==> src/rtl/rhb_pkg.sv <==
package rhb_pkg;
  // Per-cycle actions the control grants to the storage.
  typedef struct packed {
    logic push;      // append at young end
    logic popOld;    // retire oldest record
    logic popYoung;  // roll back youngest record
  } rhb_strobe_t;
endpackage

==> src/rtl/rhb_ctrl.sv <==
module rhb_ctrl
  import rhb_pkg::*;
#(
  parameter int SEQ_W = 16
) (
  input  logic             clk,
  input  logic             rstN,
  input  logic             pushValid,
  input  logic             squashValid,
  input  logic [SEQ_W-1:0] squashSeq,
  input  logic [SEQ_W-1:0] commitSeq,
  input  logic             empty,
  input  logic             full,
  input  logic [SEQ_W-1:0] oldestSeq,
  input  logic [SEQ_W-1:0] youngestSeq,
  output rhb_strobe_t      strb,
  output logic             pushReady,
  output logic             rollBusy
);

  logic [SEQ_W-1:0] squashTgtQ;
  logic [SEQ_W-1:0] commitTgtQ;
  logic             commitHeldQ;
  logic             busyQ;

  logic             commitNew;
  logic             commitLive;
  logic [SEQ_W-1:0] commitTgt;

  assign commitNew  = (commitSeq != '0);
  assign commitLive = commitNew || commitHeldQ;
  assign commitTgt  = commitNew ? commitSeq : commitTgtQ;

  assign rollBusy  = busyQ;
  assign pushReady = !full && !busyQ;

  always_comb begin
    strb          = '0;
    strb.push     = pushValid && pushReady;
    strb.popYoung = busyQ && !empty && (youngestSeq > squashTgtQ);
    strb.popOld   = !busyQ && !squashValid && commitLive && !empty &&
                    (oldestSeq <= commitTgt);
  end

  always_ff @(posedge clk) begin
    if (!rstN) begin
      busyQ       <= 1'b0;
      squashTgtQ  <= '0;
      commitHeldQ <= 1'b0;
      commitTgtQ  <= '0;
    end else begin
      if (squashValid) begin
        busyQ      <= 1'b1;
        squashTgtQ <= squashSeq;
      end else if (busyQ && !strb.popYoung) begin
        busyQ <= 1'b0;
      end
      commitHeldQ <= strb.popOld;
      if (strb.popOld) commitTgtQ <= commitTgt;
    end
  end

  // a squash always opens a rollback walk next cycle
  p_squash_opens_walk_r2: assert property (@(posedge clk) disable iff (!rstN)
    squashValid |=> rollBusy);
  // no retirement while a squash is signalled or a walk runs
  p_commit_blocked_r7: assert property (@(posedge clk) disable iff (!rstN)
    (squashValid || busyQ) |-> !strb.popOld);
  // the two ends are never consumed together
  p_single_pop_r2: assert property (@(posedge clk) disable iff (!rstN)
    $onehot0({strb.popOld, strb.popYoung}));
  // a walk ending leaves no removable young record behind
  p_walk_end_r4: assert property (@(posedge clk) disable iff (!rstN)
    $fell(busyQ) |-> !$past(strb.popYoung));

endmodule

==> src/rtl/rhb_store.sv <==
module rhb_store
  import rhb_pkg::*;
#(
  parameter int DEPTH    = 8,
  parameter int SEQ_W    = 16,
  parameter int ARCH_W   = 5,
  parameter int PHYS_W   = 7,
  parameter int NUM_PHYS = 96
) (
  input  logic              clk,
  input  logic              rstN,
  input  rhb_strobe_t       strb,
  input  logic [SEQ_W-1:0]  pushSeq,
  input  logic [ARCH_W-1:0] pushArch,
  input  logic [PHYS_W-1:0] pushNewPhys,
  input  logic [PHYS_W-1:0] pushPrevPhys,
  output logic              empty,
  output logic              full,
  output logic [SEQ_W-1:0]  oldestSeq,
  output logic [SEQ_W-1:0]  youngestSeq,
  output logic              mapWrValid,
  output logic [ARCH_W-1:0] mapWrArch,
  output logic [PHYS_W-1:0] mapWrPhys,
  output logic              freeValid,
  output logic [PHYS_W-1:0] freePhys,
  output logic              sbSetValid,
  output logic [PHYS_W-1:0] sbSetPhys
);

  localparam int PTR_W = (DEPTH > 1) ? $clog2(DEPTH) : 1;
  localparam int CNT_W = $clog2(DEPTH + 1);
  localparam logic [CNT_W-1:0] CNT_MAX = CNT_W'(DEPTH);
  localparam logic [PTR_W-1:0] PTR_LAST = PTR_W'(DEPTH - 1);

  logic [SEQ_W-1:0]  seqMem  [DEPTH];
  logic [ARCH_W-1:0] archMem [DEPTH];
  logic [PHYS_W-1:0] newMem  [DEPTH];
  logic [PHYS_W-1:0] prevMem [DEPTH];

  logic [PTR_W-1:0] headQ, tailQ, youngIdx;
  logic [CNT_W-1:0] countQ;

  function automatic logic [PTR_W-1:0] ptrInc(input logic [PTR_W-1:0] p);
    return (p == PTR_LAST) ? '0 : p + 1'b1;
  endfunction

  function automatic logic [PTR_W-1:0] ptrDec(input logic [PTR_W-1:0] p);
    return (p == '0) ? PTR_LAST : p - 1'b1;
  endfunction

  assign empty    = (countQ == '0);
  assign full     = (countQ == CNT_MAX);
  assign youngIdx = ptrDec(tailQ);

  assign oldestSeq   = seqMem[headQ];
  assign youngestSeq = seqMem[youngIdx];

  // Per-slot write enables
  for (genvar i = 0; i < DEPTH; i++) begin : g_slot
    always_ff @(posedge clk) begin
      if (strb.push && (tailQ == PTR_W'(i))) begin
        seqMem[i]  <= pushSeq;
        archMem[i] <= pushArch;
        newMem[i]  <= pushNewPhys;
        prevMem[i] <= pushPrevPhys;
      end
    end
  end

  always_ff @(posedge clk) begin
    if (!rstN) begin
      headQ  <= '0;
      tailQ  <= '0;
      countQ <= '0;
    end else begin
      if (strb.popYoung)   tailQ <= youngIdx;
      else if (strb.push)  tailQ <= ptrInc(tailQ);
      if (strb.popOld)     headQ <= ptrInc(headQ);
      case ({strb.push, strb.popOld | strb.popYoung})
        2'b10:   countQ <= countQ + 1'b1;
        2'b01:   countQ <= countQ - 1'b1;
        default: countQ <= countQ;
      endcase
    end
  end

  // Output ports toward map table, free list and scoreboard
  always_comb begin
    mapWrValid = strb.popYoung;
    mapWrArch  = archMem[youngIdx];
    mapWrPhys  = prevMem[youngIdx];
    freeValid  = strb.popYoung || strb.popOld;
    freePhys   = strb.popYoung ? newMem[youngIdx] : prevMem[headQ];
    sbSetPhys  = newMem[youngIdx];
    sbSetValid = strb.popYoung && (32'(newMem[youngIdx]) >= NUM_PHYS);
  end

  // the control never grants a push into a full array
  p_no_overflow_r1: assert property (@(posedge clk) disable iff (!rstN)
    strb.push |-> !full);
  // occupancy never exceeds the depth
  p_count_bound_r1: assert property (@(posedge clk) disable iff (!rstN)
    countQ <= CNT_MAX);
  // removals only from a non-empty array
  p_no_underflow_r2: assert property (@(posedge clk) disable iff (!rstN)
    (strb.popOld || strb.popYoung) |-> !empty);
  // scoreboard marks only out-of-range registers and matches the freed one
  p_sb_match_r3: assert property (@(posedge clk) disable iff (!rstN)
    sbSetValid |-> (freeValid && freePhys == sbSetPhys && 32'(sbSetPhys) >= NUM_PHYS));

endmodule

==> src/rtl/rename_history.sv <==
module rename_history
  import rhb_pkg::*;
#(
  parameter int DEPTH    = 8,
  parameter int SEQ_W    = 16,
  parameter int ARCH_W   = 5,
  parameter int PHYS_W   = 7,
  parameter int NUM_PHYS = 96
) (
  input  logic              clk,
  input  logic              rstN,
  input  logic              pushValid,
  input  logic [SEQ_W-1:0]  pushSeq,
  input  logic [ARCH_W-1:0] pushArch,
  input  logic [PHYS_W-1:0] pushNewPhys,
  input  logic [PHYS_W-1:0] pushPrevPhys,
  output logic              pushReady,
  input  logic              squashValid,
  input  logic [SEQ_W-1:0]  squashSeq,
  input  logic [SEQ_W-1:0]  commitSeq,
  output logic              rollBusy,
  output logic              mapWrValid,
  output logic [ARCH_W-1:0] mapWrArch,
  output logic [PHYS_W-1:0] mapWrPhys,
  output logic              freeValid,
  output logic [PHYS_W-1:0] freePhys,
  output logic              sbSetValid,
  output logic [PHYS_W-1:0] sbSetPhys
);

  rhb_strobe_t      strb;
  logic             empty, full;
  logic [SEQ_W-1:0] oldestSeq, youngestSeq;

  rhb_ctrl #(.SEQ_W(SEQ_W)) u_ctrl (
    .clk         (clk),
    .rstN        (rstN),
    .pushValid   (pushValid),
    .squashValid (squashValid),
    .squashSeq   (squashSeq),
    .commitSeq   (commitSeq),
    .empty       (empty),
    .full        (full),
    .oldestSeq   (oldestSeq),
    .youngestSeq (youngestSeq),
    .strb        (strb),
    .pushReady   (pushReady),
    .rollBusy    (rollBusy)
  );

  rhb_store #(
    .DEPTH(DEPTH), .SEQ_W(SEQ_W), .ARCH_W(ARCH_W),
    .PHYS_W(PHYS_W), .NUM_PHYS(NUM_PHYS)
  ) u_store (
    .clk          (clk),
    .rstN         (rstN),
    .strb         (strb),
    .pushSeq      (pushSeq),
    .pushArch     (pushArch),
    .pushNewPhys  (pushNewPhys),
    .pushPrevPhys (pushPrevPhys),
    .empty        (empty),
    .full         (full),
    .oldestSeq    (oldestSeq),
    .youngestSeq  (youngestSeq),
    .mapWrValid   (mapWrValid),
    .mapWrArch    (mapWrArch),
    .mapWrPhys    (mapWrPhys),
    .freeValid    (freeValid),
    .freePhys     (freePhys),
    .sbSetValid   (sbSetValid),
    .sbSetPhys    (sbSetPhys)
  );

  // every map restore is paired with a free of the same removal
  p_restore_frees_r2: assert property (@(posedge clk) disable iff (!rstN)
    mapWrValid |-> (freeValid && rollBusy));

endmodule

==> config.mk <==
export PLATFORM = sky130hd
export DESIGN_NAME = rename_history
export DESIGN_NICKNAME = d
export VERILOG_FILES = /design/src/rtl/rhb_pkg.sv /design/src/rtl/rhb_ctrl.sv /design/src/rtl/rhb_store.sv /design/src/rtl/rename_history.sv
export SDC_FILE = /design/constraint.sdc
export NUM_CORES = 1
export LEC_CHECK = 0
export ABC_AREA = 1
export BUFFER_PORTS_ARGS = -buffer_cell sky130_fd_sc_hd__buf_2
export CAP_MARGIN = 10
export CORE_UTILIZATION = 25
export DETAILED_ROUTE_END_ITERATION = 8
export GPL_ROUTABILITY_DRIVEN = 0
export PLACE_DENSITY = 0.51
export SYNTH_ARGS = -nofsm -noshare
export SYNTH_HDL_FRONTEND = slang
export SYNTH_SLANG_ARGS = --single-unit
==> constraint.sdc <==
create_clock -name clk -period 4.78 [get_ports clk]
set_clock_uncertainty 0.05 [all_clocks]
set_input_delay 0.478 -clock clk [delete_from_list [all_inputs] [get_ports clk]]
set_output_delay 0.478 -clock clk [all_outputs]
set_load 0.01 [all_outputs]
==> qor.yml, run 1 <==
ys_ff_latch: 327
p_leak_nw: 6.68
rows: 90
drv_cap: 0
grt_max_degree: 110
cts.sinks: 327
relSlewSlack: 0.367
yosys-top-cells-count: "edfxtp_1 (280), nand2_1 (277), a21oi_1 (190)"
cts_hold_buf: 0
power_density_nw_per_um2: 692
synth-edff-count: 280
synth_ff_type: "edfxtp_1"
async_flop_share: 0
multi_input_area_um2: 5290
clk_pin_slew_ns: 0.06
crit_family: "compound AO/OA/AOI/OAI gates"
numCtsBuffers: 37
synth.most_common_cell: "edfxtp_1"
cp_cell_sequence: "inv_2 > ha_2 > a21oi_4 > buf_12 > nand2_1 > a32o_1 > o21ai_1 > ha_1 > nand4_1 > nor2_2 > a31oi_1 > nand2_1 > buf_4 > inv_4 > nand2_1 > nor2_1 > buf_2"
portBuffers: 101
end_kind: "primary output"
overflow: 0
die_area_um2: 62600
grt_pass1_vias: 11400
antenna_found_initial: 5
syn_inst: 1549
yosys.area_share.simple: 0.133
gr-usage-met3: 0.0258
status: "complete, no violations"
post_synth.cell_area_avg_um2: 9.94
cts.htree.levels: 2
flow.area_growth_from_synthesis_pct: 17.5
grt_pass1_wl_um: 70000
slowest_delay_ns: 0.43
cp_common_cell: "nand2_1"
yosys.area_share.adder: 0.0370
yosys.area.top_type_share: 0.546
ant_nets: 0
fill_cells: 6212
grt_busiest_layer: "met2"
cp_slowest_cell: "dfxtp_2"
cts_tree: "built"
ys_types: 30
synth_area_leaders: "edfxtp_1 (55%), nand2_1 (6.8%), a21oi_1 (6.2%)"
cp_data_required_time_ns: 4.25
track_usage: 0.146
synth_xor_area_frac: 0.000569
die_h_um: 250
syn_nets: 1665
coreArea_um2: 60600
cp.buffers_inverters: 5
critPathKind: "flop to primary output"
min_period_ns: 4.48
syn-cell-area_um2: 15400
drt-initial-drc-count: 1115
boundaryPins: 102
synth.largest_area_cell: "edfxtp_1"
avgViaCountPerCell: 4.89
wl_um: 46500
drive_gt1_frac: 0.134
stdcell_count: 2435
met2_usage: 0.230
dieWidth_um: 250
dp_cells: 2366
met1_usage: 0.205
slew_violations: 0
clk_latency_ns: 0.54
yosysSeqAreaShare: 0.607
post_cts_buffers: 0
tightest_slew_ns: 0.947
dpl.hpwl_um: 28700
path_max_fanout: 31
start_kind: "flop"
nets: 1740
post-route-drc-count: 0
synth_compound_area_frac: 0.168
yosys_warnings: 0
synth_top_family_by_area: "compound AO/OA/AOI/OAI gates"
start_util: 0.254
rsz0062_at_grt: "no"
fin_crit_sh: 0.937
cp.arrival_ns: 3.95
synth_mux_area_frac: 0
holdCritPathClass: "input port to flop"
finalSetupViolCount: 0
timing.fmax_mhz: 223
regArea_um2: 9360
hold_violations: 0
wire_per_inst_um: 19.1
max-vdd-ir-drop_v: 0.000506
first_pass_iters: 5
clock_path_buffers: 3
vias: 11900
tns_ns: 0
cts_root_buf: "clkbuf_16"
[sequential cells by signal, summed over array words and instances (netlist names), named ones only]
| signal | cells |
|---|---|
| u_ctrl.commitTgtQ | 16 |
| u_ctrl.rollBusy | 1 |
| u_store.tailQ | 3 |
| u_store.countQ | 4 |
| u_ctrl.commitHeldQ | 1 |
| u_store.newMem | 56 |
| u_ctrl.squashTgtQ | 16 |
| u_store.seqMem | 128 |
| u_store.prevMem | 56 |
| u_store.headQ | 3 |
| u_store.archMem | 40 |
[report_power, final]
part	total [mW]	internal [mW]	switching, mW
logic	6.07	2.00	4.07
clock network	2.82	1.63	1.19
registers	3.64	3.48	0.156
total	12.5	7.11	5.41
[what timing repair did]
item,in CTS,in global routing
setup endpoints to repair,7,10
pin swaps,0,0
cloned,0,1
gates resized for setup,2,9
[per-stage QoR]
stage | utilization | hold slack (ns) | instance area [um2] | setup slack, ns | total power, mW
floorplan | - | 0.383 | 15400 | 0.440 | 7.59
detailed placement | 0.278 | 0.424 | 16900 | 0.274 | 9.73
global route | 0.299 | 0.150 | 18100 | 0.0279 | 13.4
CTS | 0.298 | 0.131 | 18100 | 0.00614 | 12.6
global placement | 0.278 | 0.411 | 16900 | 0.327 | 9.67
finish | 0.299 | 0.153 | 18100 | 0.301 | 12.5
[worst paths after layout]
| path | slack, ns | endpoint | from | depth (start not counted) |
|---|---|---|---|---|
| max reg2reg | 0.52 | u_store.countQ[3] | u_store.tailQ[0] | 22 |
| min reg2reg | 0.44 | u_ctrl.squashTgtQ[15] | u_ctrl.squashTgtQ[15] | 2 |
| max | 0.30 | sbSetValid | u_store.tailQ[0] | 17 |
| min | 0.15 | u_ctrl.squashTgtQ[0] | squashSeq[0] | 3 |
[worst min-delay path: stages]
cell and delay [ns]:
buf_2 0.08, nor2_1 0.04, nor2_1 0.10
[cells by family after synthesis]
logic type / after synthesis
compound gates: 462
xor+xnor: 1
fa+ha+maj: 45
buf+inv: 203
flops: 327
simple gates: 511
[cells in the final DEF (no fill, tap or decap), types with 2 or more instances in the layout]
cell,synthesis,routed
clkbuf_1,56,7
o21ai_0,160,159
a31oi_1,14,14
nand3_1,84,84
o21ai_1,21,21
nor3_2,0,4
o22ai_1,20,20
buf_4,5,28
ha_1,44,43
a21o_1,4,4
edfxtp_1,280,280
nor2_1,135,129
dfxtp_1,47,44
clkbuf_16,0,39
bufinv_16,0,3
inv_1,96,93
buf_12,0,8
clkinv_1,1,4
nand2_1,277,277
buf_2,31,101
or2_2,2,2
nor2_2,0,2
a21oi_1,190,190
a32o_1,30,30
inv_4,0,2
clkinv_2,0,6
inv_2,4,6
o211ai_1,22,22
nand4_1,3,3
nor3_1,6,2
nor2_4,0,4
nand3b_1,2,2
dfxtp_2,0,2
clkinvlp_4,0,7
[metal layers]
layer / up-vias / part of all wire
li1: 5653 / -
met1: 5759 / 0.46
met2: 421 / 0.46
met3: 65 / 0.066
met4: 6 / 0.017
met5: - / 0.00095
[area by class of cell]
type,instances,share of cell area
Multi-Input combinational cell,1019,0.292
Clock buffer,45,0.0540
Clock inverter,22,0.0118
Tap cell,782,0.0541
Sequential cell,327,0.517
Antenna cell,1,0.000138
Timing Repair Buffer,138,0.0498
Inverter,101,0.0212
(Power assumes the default switching activity.)
==> run 2, diff against run 1 <==
- clock period: 4.78 -> 5.4 ns (I/O delays scaled with it)
==> run 2 against run 1 <==
Effect of this change:
- clock-buffer cell count is 4 higher
- register-to-register slack better by 0.28 ns
- power is 12% lower
- wire length is 0.45% lower
- combinational power is 13% lower
- utilization is 0.19 points lower
- global-route usage hardly changed
- final cell count is 0.37% lower
- non-clock buffer count is 3 lower
- flip-flop and latch count stayed put
- sequential power is 11% lower
- design area is 0.64% lower
- largest power group unchanged
==> qor.yml, run 2 (synthesis gave the netlist of run 1 again) <==
dieWidth_um: 250
top_layer_used: "met5"
drive_gt1_frac: 0.126
antenna_found_initial: 3
setup_ws_ns: 0.426
max-vdd-ir-drop_v: 0.000327
relSlewSlack: 0.231
boundaryPins: 102
wl_um: 46300
rsz0062_at_grt: "no"
p_leak_nw: 6.65
holdCritStartpoint: "squashSeq[0]"
cp.arrival_ns: 4.38
clock_path_buffers: 3
numCtsBuffers: 37
cp_data_required_time_ns: 4.81
wl_met1_um: 21100
final_cell_mix: "edfxtp_1 (280), nand2_1 (277), a21oi_1 (190)"
wire_per_inst_um: 19.1
grt_pass1_vias: 11400
design_area_um2: 18000
track_usage: 0.146
slew_violations: 0
start_kind: "flop"
start_util: 0.254
vias: 11800
clk_pin_slew_ns: 0.06
flow.area_growth_from_synthesis_pct: 16.8
avgViaCountPerCell: 4.88
diodes: 0
holdPathStages: 3
cts.htree.levels: 2
tns_ns: 0
critPathKind: "flop to primary output"
hold_violations: 0
drt-initial-drc-count: 1009
first_pass_iters: 6
ant_nets: 0
cts.sinks: 327
post-place-ws_ns: 0.529
rows: 90
dr_wl_met3_um: 3030
end_kind: "primary output"
tightest_slew_ns: 1.15
reg2reg_setup_slack_ns: 0.80
status: "complete, no violations"
holdCritPathClass: "input port to flop"
die_h_um: 250
wl_met2_um: 21100
drv_cap: 0
cts_root_buf: "clkbuf_16"
grt_max_degree: 110
grt_pass1_wl_um: 70100
r2r-end: "u_store.countQ[3]"
largest_register_ffs: 128
coreArea_um2: 60600
path_max_fanout: 24
finalSetupViolCount: 0
clk_latency_ns: 0.53
nets: 1737
stdcell_count: 2426
cts_hold_buf: 0
portBuffers: 101
rr_worst_depth: 20
timing.fmax_mhz: 201
power_mw: 11.0
placed_area_um2: 16700
regMostFlops: "u_store.seqMem"
die_area_um2: 62600
largest_registers: "u_store.seqMem: 128 flops, u_store.newMem: 56 flops, u_store.prevMem: 56 flops"
min_period_ns: 4.97
r2r-start: "u_store.tailQ[0]"
power_density_nw_per_um2: 611
post-route-drc-count: 0
dpl.hpwl_um: 28500
fin_crit_sh: 0.921
dp_cells: 2361
cts_tree: "built"
final_common_cell: "edfxtp_1"
overflow: 0
holdPathEnd: "u_ctrl.squashTgtQ[0]"
==> run 2: cell types whose count changed in the layout (fill, tap and decap cells not counted), moves of 2 or more <==
cell	change
clkinvlp_4	-7
buf_12	-5
buf_4	+3
clkbuf_1	+2
clkbuf_8	+2
clkinv_2	-2
inv_4	-2
nor2_1	+2
nor2_2	-2
==> run 2: metal layers <==
metal	global-route usage	vias up
met3	0.0221	69
met5	0	-
met1	0.203	5686
li1	-	5630
met4	0.0368	4
met2	0.235	454
==> run 2: power breakdown <==
| group | internal [mW] | switching [mW] |
|---|---|---|
| sequential | 3.09 | 0.140 |
| clock | 1.50 | 0.990 |
| combinational | 1.74 | 3.54 |
==> run 2: worst max-delay path by stage <==
stage / startpoint / to / slack (ns) / cells after the start
floorplan: u_store.tailQ[0] / u_store.countQ[3] / 1.06 / 25
global placement: u_store.tailQ[0] / freePhys[6] / 0.66 / 22
detailed placement: u_store.tailQ[0] / freePhys[6] / 0.53 / 22
CTS: u_store.tailQ[0] / freePhys[6] / 0.25 / 22
global route: u_store.tailQ[0] / freePhys[6] / 0.06 / 22
finish: u_store.tailQ[0] / freePhys[6] / 0.43 / 16
==> run 2: critical path, stage by stage (launching register included) <==
cell and delay, ns:
dfxtp_1 0.51, inv_1 0.23, ha_4 0.38, inv_2 0.45
nand3_1 0.18, nand3_1 0.12, o21ai_1 0.08, ha_1 0.35
nand4_1 0.14, nor2_1 0.25, a31oi_1 0.15, nand2_1 0.12
buf_4 0.24, clkinv_2 0.26, nand2_1 0.15, o21ai_1 0.07
buf_2 0.15
==> run 2: cell type report <==
type	instances	area, um2
Multi-Input combinational cell	1019	5290
Clock inverter	13	170
Clock buffer	49	1010
Fill cell	6238	42600
Timing Repair Buffer	135	798
Sequential cell	327	9350
Tap cell	782	978
Inverter	101	380
==> run 2: timing repair <==
item / CTS / global route
gates resized for setup: 2 / 1
endpoints found under the setup margin: 2 / 7
setup buffers: 0 / 3
cloned: 0 / 0
pin swaps: 0 / 1
==> run 2: through the flow <==
step,utilization,hold WS (ns)
floorplan,-,0.383
global placement,0.276,0.411
detailed placement,0.276,0.418
CTS,0.296,0.209
global route,0.297,0.221
finish,0.297,0.219
